--- src/rtl/spi_rdy_pkg.sv ---
package spi_rdy_pkg;
  typedef enum logic [1:0] {
    HS_IDLE = 2'd0,
    HS_XFER = 2'd1,
    HS_PROC = 2'd2
  } hs_state_e;
endpackage

--- src/rtl/spi_rdy_sync.sv ---
module spi_rdy_sync #(
  parameter int W = 3
) (
  input  logic         clk,
  input  logic         rst_n,
  input  logic [W-1:0] d,
  output logic [W-1:0] q
);
  logic [W-1:0] meta_q;
  logic [W-1:0] stab_q;

  always_ff @(posedge clk or negedge rst_n) begin
    if (!rst_n) begin
      meta_q <= '0;
      stab_q <= '0;
    end else begin
      meta_q <= d;
      stab_q <= meta_q;
    end
  end

  assign q = stab_q;
endmodule

--- src/rtl/spi_rdy_shifter.sv ---
module spi_rdy_shifter #(
  parameter  int MAX_BYTES = 4,
  localparam int BITS      = MAX_BYTES * 8,
  localparam int CNT_W     = $clog2(MAX_BYTES + 1),
  localparam int IDX_W     = $clog2(BITS + 1)
) (
  input  logic             clk,
  input  logic             rst_n,
  input  logic             cpol,
  input  logic             cpha,
  input  logic             sclk_s,
  input  logic             mosi_s,
  input  logic             en,
  input  logic             start,
  input  logic [BITS-1:0]  tx_flat,
  output logic             miso,
  output logic [BITS-1:0]  rx_flat,
  output logic [CNT_W-1:0] byte_cnt,
  output logic             partial
);
  logic             sclk_q;
  logic [6:0]       sreg_q, sreg_d;
  logic [2:0]       bit_q, bit_d;
  logic [CNT_W-1:0] cnt_q, cnt_d;
  logic [IDX_W-1:0] out_q, out_d;
  logic             arm_q, arm_d;
  logic             rise, fall, smp_on_rise, smp_edge, drv_edge, wr_en;
  logic             miso_c;

  assign rise        = sclk_s & ~sclk_q;
  assign fall        = ~sclk_s & sclk_q;
  assign smp_on_rise = (cpol == cpha);
  assign smp_edge    = en & (smp_on_rise ? rise : fall);
  assign drv_edge    = en & (smp_on_rise ? fall : rise);
  assign wr_en       = smp_edge & ~start & (bit_q == 3'd7) &
                       (cnt_q < CNT_W'(MAX_BYTES));

  always_comb begin
    sreg_d = sreg_q;
    bit_d  = bit_q;
    cnt_d  = cnt_q;
    out_d  = out_q;
    arm_d  = arm_q;
    if (start) begin
      bit_d = '0;
      cnt_d = '0;
      out_d = '0;
      arm_d = cpha;
    end else begin
      if (smp_edge) begin
        sreg_d = {sreg_q[5:0], mosi_s};
        bit_d  = bit_q + 3'd1;
        if (wr_en) cnt_d = cnt_q + 1'b1;
      end
      if (drv_edge) begin
        if (arm_q) arm_d = 1'b0;
        else if (out_q < IDX_W'(BITS)) out_d = out_q + 1'b1;
      end
    end
  end

  always_ff @(posedge clk or negedge rst_n) begin
    if (!rst_n) begin
      sclk_q <= 1'b0;
      sreg_q <= '0;
      bit_q  <= '0;
      cnt_q  <= '0;
      out_q  <= '0;
      arm_q  <= 1'b0;
    end else begin
      sclk_q <= sclk_s;
      sreg_q <= sreg_d;
      bit_q  <= bit_d;
      cnt_q  <= cnt_d;
      out_q  <= out_d;
      arm_q  <= arm_d;
    end
  end

  for (genvar g = 0; g < MAX_BYTES; g++) begin : g_rx
    logic [7:0] byte_q;
    always_ff @(posedge clk or negedge rst_n) begin
      if (!rst_n) byte_q <= '0;
      else if (wr_en && (cnt_q == CNT_W'(g))) byte_q <= {sreg_q, mosi_s};
    end
    assign rx_flat[BITS-1-8*g -: 8] = byte_q;
  end

  always_comb begin
    miso_c = 1'b0;
    for (int i = 0; i < BITS; i++) begin
      if (out_q == IDX_W'(BITS - 1 - i)) miso_c = tx_flat[i];
    end
  end

  assign miso     = miso_c;
  assign byte_cnt = cnt_q;
  assign partial  = (bit_q != 3'd0);


  cnt_cap_chk: assert property (@(posedge clk) disable iff (!rst_n)
    cnt_q <= CNT_W'(MAX_BYTES));


  idle_hold_chk: assert property (@(posedge clk) disable iff (!rst_n)
    (!en && !start) |=> ($stable(bit_q) && $stable(cnt_q) && $stable(out_q)));
endmodule

--- src/rtl/spi_rdy_hs.sv ---
module spi_rdy_hs
  import spi_rdy_pkg::*;
#(
  parameter  int FALL_TMO = 2_500_000,
  localparam int TMO_W    = $clog2(FALL_TMO + 1)
) (
  input  logic clk,
  input  logic rst_n,
  input  logic cs_s,
  input  logic proc_done,
  input  logic tx_load,
  input  logic partial,
  output logic rdy,
  output logic xfer,
  output logic start,
  output logic load_ok,
  output logic rx_done,
  output logic rx_err,
  output logic hs_late
);
  hs_state_e        state_q, state_d;
  logic             proc_seen_q, proc_seen_d;
  logic             tx_loaded_q, tx_loaded_d;
  logic             done_q, done_d, err_q, err_d, late_q, late_d;
  logic [TMO_W-1:0] tmo_q, tmo_d;
  logic             stay_proc;

  always_comb begin
    state_d = state_q;
    start   = 1'b0;
    unique case (state_q)
      HS_IDLE: if (cs_s) begin state_d = HS_XFER; start = 1'b1; end
      HS_XFER: if (!cs_s) state_d = HS_PROC;
      HS_PROC: if (proc_seen_q && tx_loaded_q) state_d = HS_IDLE;
      default: state_d = HS_IDLE;
    endcase
    stay_proc   = (state_q == HS_PROC) && (state_d == HS_PROC);
    load_ok     = tx_load && (state_q != HS_XFER);
    proc_seen_d = stay_proc && (proc_seen_q || proc_done);
    tx_loaded_d = start ? 1'b0 : (tx_loaded_q || load_ok);
    done_d      = (state_q == HS_XFER) && !cs_s;
    err_d       = done_d && partial;
    if (stay_proc) tmo_d = (tmo_q == TMO_W'(FALL_TMO)) ? tmo_q : tmo_q + 1'b1;
    else           tmo_d = '0;
    late_d      = stay_proc && (tmo_q == TMO_W'(FALL_TMO - 1));
  end

  always_ff @(posedge clk or negedge rst_n) begin
    if (!rst_n) begin
      state_q     <= HS_IDLE;
      proc_seen_q <= 1'b0;
      tx_loaded_q <= 1'b0;
      done_q      <= 1'b0;
      err_q       <= 1'b0;
      late_q      <= 1'b0;
      tmo_q       <= '0;
    end else begin
      state_q     <= state_d;
      proc_seen_q <= proc_seen_d;
      tx_loaded_q <= tx_loaded_d;
      done_q      <= done_d;
      err_q       <= err_d;
      late_q      <= late_d;
      tmo_q       <= tmo_d;
    end
  end

  assign rdy     = (state_q != HS_IDLE);
  assign xfer    = (state_q == HS_XFER);
  assign rx_done = done_q;
  assign rx_err  = err_q;
  assign hs_late = late_q;


  rdy_rise_chk: assert property (@(posedge clk) disable iff (!rst_n)
    (state_q == HS_IDLE && cs_s) |=> rdy);


  rdy_fall_chk: assert property (@(posedge clk) disable iff (!rst_n)
    $fell(rdy) |-> $past(proc_seen_q && tx_loaded_q));


  done_rdy_chk: assert property (@(posedge clk) disable iff (!rst_n)
    rx_done |-> rdy);


  err_done_chk: assert property (@(posedge clk) disable iff (!rst_n)
    rx_err |-> rx_done);


  late_rdy_chk: assert property (@(posedge clk) disable iff (!rst_n)
    hs_late |-> (rdy && !xfer));
endmodule

--- src/rtl/spi_rdy_slave.sv ---
module spi_rdy_slave #(
  parameter  int MAX_BYTES = 4,
  parameter  int FALL_TMO  = 2_500_000,
  localparam int BITS      = MAX_BYTES * 8,
  localparam int CNT_W     = $clog2(MAX_BYTES + 1)
) (
  input  logic             clk,
  input  logic             rst_n,
  input  logic             cfg_cpol,
  input  logic             cfg_cpha,
  input  logic             spi_sclk,
  input  logic             spi_cs,
  input  logic             spi_mosi,
  output logic             spi_miso,
  output logic             spi_rdy,
  output logic [BITS-1:0]  rx_data,
  output logic [CNT_W-1:0] rx_count,
  output logic             rx_done,
  output logic             rx_err,
  input  logic [BITS-1:0]  tx_data,
  input  logic             tx_load,
  input  logic             proc_done,
  output logic             hs_late
);
  logic [1:0]      rst_pipe_q;
  logic            rst_int_n;
  logic [2:0]      sync_q;
  logic            sclk_s, cs_s, mosi_s;
  logic [BITS-1:0] tx_q;
  logic            xfer, start, load_ok, partial;

  always_ff @(posedge clk or negedge rst_n) begin
    if (!rst_n) rst_pipe_q <= 2'b00;
    else        rst_pipe_q <= {rst_pipe_q[0], 1'b1};
  end
  assign rst_int_n = rst_pipe_q[1];

  spi_rdy_sync #(.W(3)) u_sync (
    .clk   (clk),
    .rst_n (rst_int_n),
    .d     ({spi_sclk, spi_cs, spi_mosi}),
    .q     (sync_q)
  );
  assign {sclk_s, cs_s, mosi_s} = sync_q;

  always_ff @(posedge clk or negedge rst_int_n) begin
    if (!rst_int_n)   tx_q <= '0;
    else if (load_ok) tx_q <= tx_data;
  end

  spi_rdy_hs #(.FALL_TMO(FALL_TMO)) u_hs (
    .clk       (clk),
    .rst_n     (rst_int_n),
    .cs_s      (cs_s),
    .proc_done (proc_done),
    .tx_load   (tx_load),
    .partial   (partial),
    .rdy       (spi_rdy),
    .xfer      (xfer),
    .start     (start),
    .load_ok   (load_ok),
    .rx_done   (rx_done),
    .rx_err    (rx_err),
    .hs_late   (hs_late)
  );

  spi_rdy_shifter #(.MAX_BYTES(MAX_BYTES)) u_shift (
    .clk      (clk),
    .rst_n    (rst_int_n),
    .cpol     (cfg_cpol),
    .cpha     (cfg_cpha),
    .sclk_s   (sclk_s),
    .mosi_s   (mosi_s),
    .en       (xfer),
    .start    (start),
    .tx_flat  (tx_q),
    .miso     (spi_miso),
    .rx_flat  (rx_data),
    .byte_cnt (rx_count),
    .partial  (partial)
  );


  tx_freeze_chk: assert property (@(posedge clk) disable iff (!rst_int_n)
    xfer |=> $stable(tx_q));


  rst_idle_chk: assert property (@(posedge clk) disable iff (!rst_int_n)
    $rose(rst_int_n) |-> (!spi_rdy && !rx_done));
endmodule

--- config.mk ---
export PLATFORM = sky130hd
export DESIGN_NAME = spi_rdy_slave
export DESIGN_NICKNAME = d
export VERILOG_FILES = /design/src/rtl/spi_rdy_pkg.sv /design/src/rtl/spi_rdy_sync.sv /design/src/rtl/spi_rdy_shifter.sv /design/src/rtl/spi_rdy_hs.sv /design/src/rtl/spi_rdy_slave.sv
export SDC_FILE = /design/constraint.sdc
export NUM_CORES = 1
export LEC_CHECK = 0
export ABC_AREA = 1
export BUFFER_PORTS_ARGS = -buffer_cell sky130_fd_sc_hd__buf_2
export CAP_MARGIN = 10
export CORE_MARGIN = 2
export CORE_UTILIZATION = 57
export DETAILED_ROUTE_END_ITERATION = 12
export PLACE_DENSITY = 0.9
export SKIP_CTS_REPAIR_TIMING = 1
export SYNTH_ARGS = -nofsm -noshare
export SYNTH_HDL_FRONTEND = slang
export SYNTH_SLANG_ARGS = --single-unit
--- constraint.sdc ---
create_clock -name clk -period 4.15 [get_ports clk]
set_input_delay 0.2075 -clock clk [delete_from_list [all_inputs] [get_ports clk]]
set_output_delay 0.2075 -clock clk [all_outputs]
set_load 0.05 [all_outputs]
Yosys cells after proc, flatten, opt, wreduce, memory -nomap -nowiden
Index checks and enable logic that the tools add are counted.
{"block": "classes", "n_reduce_logical": 26, "n_mux": 54, "addsub": 4, "eq_ne": 44, "order_cmp": 2, "bitwise": 10}
{"operator": "equality test 6 x 5 -> 1 bit (second input constant)", "count": 16}
{"operator": "equality test 6 x 4 -> 1 bit (second input constant)", "count": 8}
{"operator": "equality test 22 bit (second input constant)", "count": 2}
{"operator": "two-way mux 22 bit", "count": 2}
{"operator": "two-way mux 1 bit", "count": 39}
{"operator": "equality test 6 x 3 -> 1 bit (second input constant)", "count": 4}
{"operator": "two-way mux 6 bit", "count": 4}
{"operator": "adder 22 x 1 -> 22 bit (second input constant)", "count": 1}
{"operator": "two-way mux 3 bit", "count": 5}
{"operator": "equality test 6 x 2 -> 1 bit (second input constant)", "count": 2}
{"operator": "logical AND 1 bit", "count": 11}
{"operator": "nonzero test 2 bit", "count": 5}
{"operator": "bitwise AND 1 bit", "count": 7}
{"operator": "adder 3 x 1 -> 3 bit (second input constant)", "count": 2}
{"operator": "adder 6 x 1 -> 6 bit (second input constant)", "count": 1}
{"operator": "equality test 3 x 2 -> 1 bit (second input constant)", "count": 2}
{"operator": "equality test 6 x 1 -> 1 bit (second input constant)", "count": 1}
{"operator": "logical NOT 6 bit", "count": 1}
{"operator": "less-than comparator 6 bit (second input constant)", "count": 1}
{"operator": "two-way mux 2 bit", "count": 3}
{"operator": "one-hot mux 2 bit (3 select lines)", "count": 1}
{"operator": "equality test 2 bit (second input constant)", "count": 2}
{"operator": "inequality test 2 x 1 -> 1 bit (second input constant)", "count": 2}
{"operator": "AND reduction 2 bit", "count": 2}
{"operator": "other kinds (13)", "count": 16}
{"block": "word_totals", "inputBits": 41, "reg_bits": 122, "output_inout_bits": 40, "wordCells": 161}

Logic depth before layout (Yosys ltp)
{"block": "depth", "word_depth": 33, "mapped_depth": 35, "ltp_nobuf": 35}

By module
From an unflattened synthesis, not the netlist that was laid out.
{"block": "unflattened", "cells_unflattened": 726, "hier_area_um2": 5903.2}
{"module": "spi_rdy_shifter", "area_per_inst_um2": 2717.6, "instances": 1, "seq_area_each_um2": 1326.3, "cells_each": 344}
{"module": "spi_rdy_hs", "area_per_inst_um2": 1689.1, "instances": 1, "seq_area_each_um2": 725.7, "cells_each": 237}
{"module": "spi_rdy_slave", "area_per_inst_um2": 1346.3, "instances": 1, "seq_area_each_um2": 850.8, "cells_each": 139}
{"module": "spi_rdy_sync", "area_per_inst_um2": 150.1, "instances": 1, "seq_area_each_um2": 150.1, "cells_each": 6}

Least setup slack after synthesis
Ideal clock, no wire load.
{"block": "synth_path", "kind": "flip-flop to output port", "from": "register u_shift.out_q[0]", "to": "output port spi_miso", "n_path_buf": 0, "arrival_ns": 2.589, "path_slack_ns": 1.353, "required_time_ns": 3.943, "path_stages_with_launch": 35, "path_cell_list": "dfrtp_1 inv_1 ha_1 inv_1 nor2_2 a21oi_1 nand2_1 nand2_1 nand2_1 nand2_1 nand2_1 nand2_1 nand2_1 nand2_1 nand2_1 nand2_1 nand2_1 nand2_1 nand2_1 nand2_1 nand2_1 nand2_1 nand3_1 nand2_1 nand3_1 nand3_1 nand3_1 nand2_1 nand3_1 nand2_1 nand2_1 nand2_1 nand2_1 nand2_1 nand2_1"}
{"block": "synth_via", "elab_chain_cells": 33, "elab_cells_between_ends": 64, "classes_between": "eq/ne: 31; mux: 32; reduce/logical: 1"}
{"item": "from (decl)", "line": "spi_rdy_shifter.sv:25", "source": "logic [IDX_W-1:0] out_q, out_d;"}
{"item": "from (signal assigned)", "line": "spi_rdy_shifter.sv:75", "source": "out_q <= out_d;"}
{"item": "equality test 6 x 5 -> 1 bit", "line": "spi_rdy_shifter.sv:92", "source": "if (out_q == IDX_W'(BITS - 1 - i)) miso_c = tx_flat[i];"}
{"item": "two-way mux 1 bit (31 in series)", "line": "spi_rdy_shifter.sv:92"}
{"item": "two-way mux 1 bit *", "line": "spi_rdy_shifter.sv:92"}
{"item": "to (decl)", "line": "spi_rdy_slave.sv:14", "source": "output logic spi_miso,"}
Mark *: on every way between the ends. The rest lies on a longest branch, timed or not.

Final worst setup path
Ends and elaborated chain as after synthesis.

==> results.sh <==
export IMPL_synth_top_area_share=0.546
export IMPL_cp_common_cell="nand2_1"
export IMPL_critPathLaunchType="flop"
export IMPL_final_antenna_net_count=0
export IMPL_yosysUniqueCellTypes=33
export IMPL_ys_seq_area_frac=0.546
export IMPL_firstDrtPassIters=8
export IMPL_dieArea_um2=10600
export IMPL_drc=0
export IMPL_drt_iter0_markers=503
export IMPL_ff_latch_area_um2=3060
export IMPL_io_buffers=80
export IMPL_wl_per_cell_um=17.8
export IMPL_critPathBufInv=2
export IMPL_final_common_cell="nand2_1"
export IMPL_finalSetupViolCount=0
export IMPL_syn_nets=686
export IMPL_yosysWarnings=0
export IMPL_rrSetupSlack_ns=1.73
export IMPL_layout_nets=817
export IMPL_crit_fanout=7
export IMPL_critPathSlowestCell="dfrtp_1"
export IMPL_ir_drop_uv=380
export IMPL_core_um2=9640
export IMPL_place_hpwl_um=9060
export IMPL_use_met2=0.476
export IMPL_hold_depth=3
export IMPL_postSynthAreaPerCell_um2=8.86
export IMPL_h_tree_depth=4
export IMPL_worst_slew_pin_slew_ns=0.910
export IMPL_yosys_top_cells_area="dfrtp_1 (55%), nand2_1 (8.3%), o21ai_0 (5.7%)"
export IMPL_n_fill_cell=607
export IMPL_rows=36
export IMPL_cts_buffers=17
export IMPL_fmax_ghz=0.246
export IMPL_yosys_area_top_type="dfrtp_1"
export IMPL_crit_arrival_ns=3.86
export IMPL_start_util=0.580
export IMPL_hold_path_startpoint="proc_done"
export IMPL_path_delay_family="simple AND/OR/NAND/NOR gates"
export IMPL_hold_end="u_hs.proc_seen_q"
export IMPL_endpoint_kind="primary output"
export IMPL_powerDensity_nw_per_um2=536
export IMPL_path_class="flop to primary output"
export IMPL_cp_slowest_stage_delay_ns=0.41
export IMPL_vias=5215
export IMPL_required_ns=3.94
export IMPL_preCtsSetupSlack_ns=1.04
export IMPL_r2r_end="u_hs.tmo_q[18]"
export IMPL_die_x_um=103
export IMPL_fp_dieH_um=103
export IMPL_slew_headroom=0.394
export IMPL_reg2regPathDepth=14
export IMPL_n_antenna_cell=0
export IMPL_holdWs_ns=-0.0254
export IMPL_wl_um=16100
export IMPL_drv_slew=0
export IMPL_grt_busiest_layer="met2"
export IMPL_timing_final_ws_setup_ns=0.0838
export IMPL_holdCritPathClass="primary input to flop"
export IMPL_grt_use_total=0.281
export IMPL_cts_root_buf="clkbuf_8"
export IMPL_areaGrowthSynthToFinish_pct=28.5
export IMPL_hold_viol=1
export IMPL_grt_use_met1=0.327
export IMPL_cellLeakagePower_nw=3.42
export IMPL_synth_seq_cells=122
export IMPL_met3_usage=0.0800
export IMPL_path_clk_slew_ns=0.06
export IMPL_synth_area_um2=5590
export IMPL_grt_max_degree=73
export IMPL_max_cap_viol_count=0
export IMPL_viasPerCell=5.74
export IMPL_synth_cells=631
export IMPL_routabilityCongestion=1.08
export IMPL_multi_input_area_um2=2150
export IMPL_cts_tree="built"
export IMPL_overflow=0
export IMPL_r2r_start="u_hs.tmo_q[2]"
export IMPL_fin_crit_ns=4.07
export IMPL_clock_path_buffers=2
export IMPL_first_global_vias=4918
export IMPL_drive_above_1_share=0.203
export IMPL_clock_skew_ns=0.0112
export IMPL_cts_sinks=122
export IMPL_insertion_delay_ns=0.54
export IMPL_min_period_over_period=0.980
export IMPL_outcome="complete, but fails checks"
export IMPL_antenna_found_initial=0
export IMPL_violations="negative hold slack"
export IMPL_io_pins=81
export IMPL_grt_pass1_wl_um=22700
export IMPL_final_cell_mix="nand2_1 (123), dfrtp_1 (121), inv_1 (84), buf_2 (80), o21ai_0 (64)"
kinds of logic (layout without fill, tap and decap cells):
logic type | Yosys count | count (layout) | share of synthesized area
AO/OA/AOI/OAI | 117 | 117 | 0.110
adder cells (fa/ha/maj) | 14 | 14 | 0.0313
flip-flops | 122 | 122 | 0.546
other | 1 | 1 | 0.000671
buffers and inverters | 101 | 245 | 0.0685
AND/OR/NAND/NOR | 250 | 250 | 0.191
multiplexers | 26 | 26 | 0.0524
power breakdown:
group | total, mW | internal (mW) | leakage, nW | switching [mW]
registers | 1.52 | 1.39 | 1.59 | 0.131
logic | 0.758 | 0.266 | 1.53 | 0.492
clock network | 1.58 | 0.992 | 0.303 | 0.586
area by class of cell:
type	instances	area share
inverters	89	0.0465
repair buffers	124	0.118
multi-input cells	408	0.300
flip-flops and latches	122	0.425
clock inverters	14	0.0291
well taps	133	0.0232
clock buffers	18	0.0582
how the worst max path moves through the flow:
stage	from	endpoint	cells past startpoint
global placement	u_shift.out_q[0]	spi_miso	36
CTS	u_shift.out_q[0]	spi_miso	33
floorplan	rst_pipe_q[1]	tx_q[0]	0
global route	u_shift.out_q[0]	spi_miso	33
detailed placement	u_shift.out_q[0]	spi_miso	33
finish	u_shift.out_q[0]	spi_miso	33
metrics by stage:
step / TNS [ns] / instances / area [µm²] / total power, mW / util
floorplan: 0 / 631 / 5590 / 1.98 / -
global placement: 0 / 837 / 6150 / 2.14 / 0.638
detailed placement: 0 / 837 / 6150 / 2.19 / 0.638
CTS: 0 / 869 / 6780 / 3.78 / 0.703
global route: -0.193 / 908 / 7180 / 4.03 / 0.745
finish: 0 / 908 / 7180 / 3.85 / 0.745
worst register-to-register path, delay by kind of cell (launching register included):
family | cells | cell delay (ns)
compound gates | 2 | 0.28
flops | 1 | 0.41
simple gates | 7 | 1.16
buf+inv | 5 | 0.48
state kept, by name, summed over array words and instances (netlist names), 2 cells and up:
register	count
u_hs.state_q	2
u_sync.q	3
tx_q	32
u_shift.byte_cnt	3
u_shift.out_q	6
u_hs.tmo_q	22
u_shift.bit_q	3
u_shift.sreg_q	7
u_shift.g_rx.byte_q	32
rst_pipe_q	2
u_sync.meta_q	3
per-layer routing:
metal,up-vias,part of all wire
li1,2325,-
met1,2482,0.36
met2,319,0.52
met3,89,0.067
met4,0,0.048
met5,-,0
synthesized netlist by cell type:
master,number
nand3b_1,1
a211o_1,1
o21ba_2,1
conb_1,1
clkbuf_1,11
o22ai_1,2
nor2_2,4
nor3_1,24
o21ai_0,64
a22oi_1,1
mux2_2,26
o211ai_1,1
nand2_1,123
buf_4,1
nand2_2,1
nor4_1,8
a31oi_1,1
a21oi_1,41
o31ai_1,1
or2_2,2
ha_1,14
inv_1,84
inv_2,3
o21ai_1,1
nor2_4,1
nand4_1,7
nand3_1,22
dfrtp_1,122
clkinv_1,2
nand2_4,1
nor2_1,56
a21boi_0,1
a211oi_1,2
Note: power is estimated with default switching activity, not from simulation.
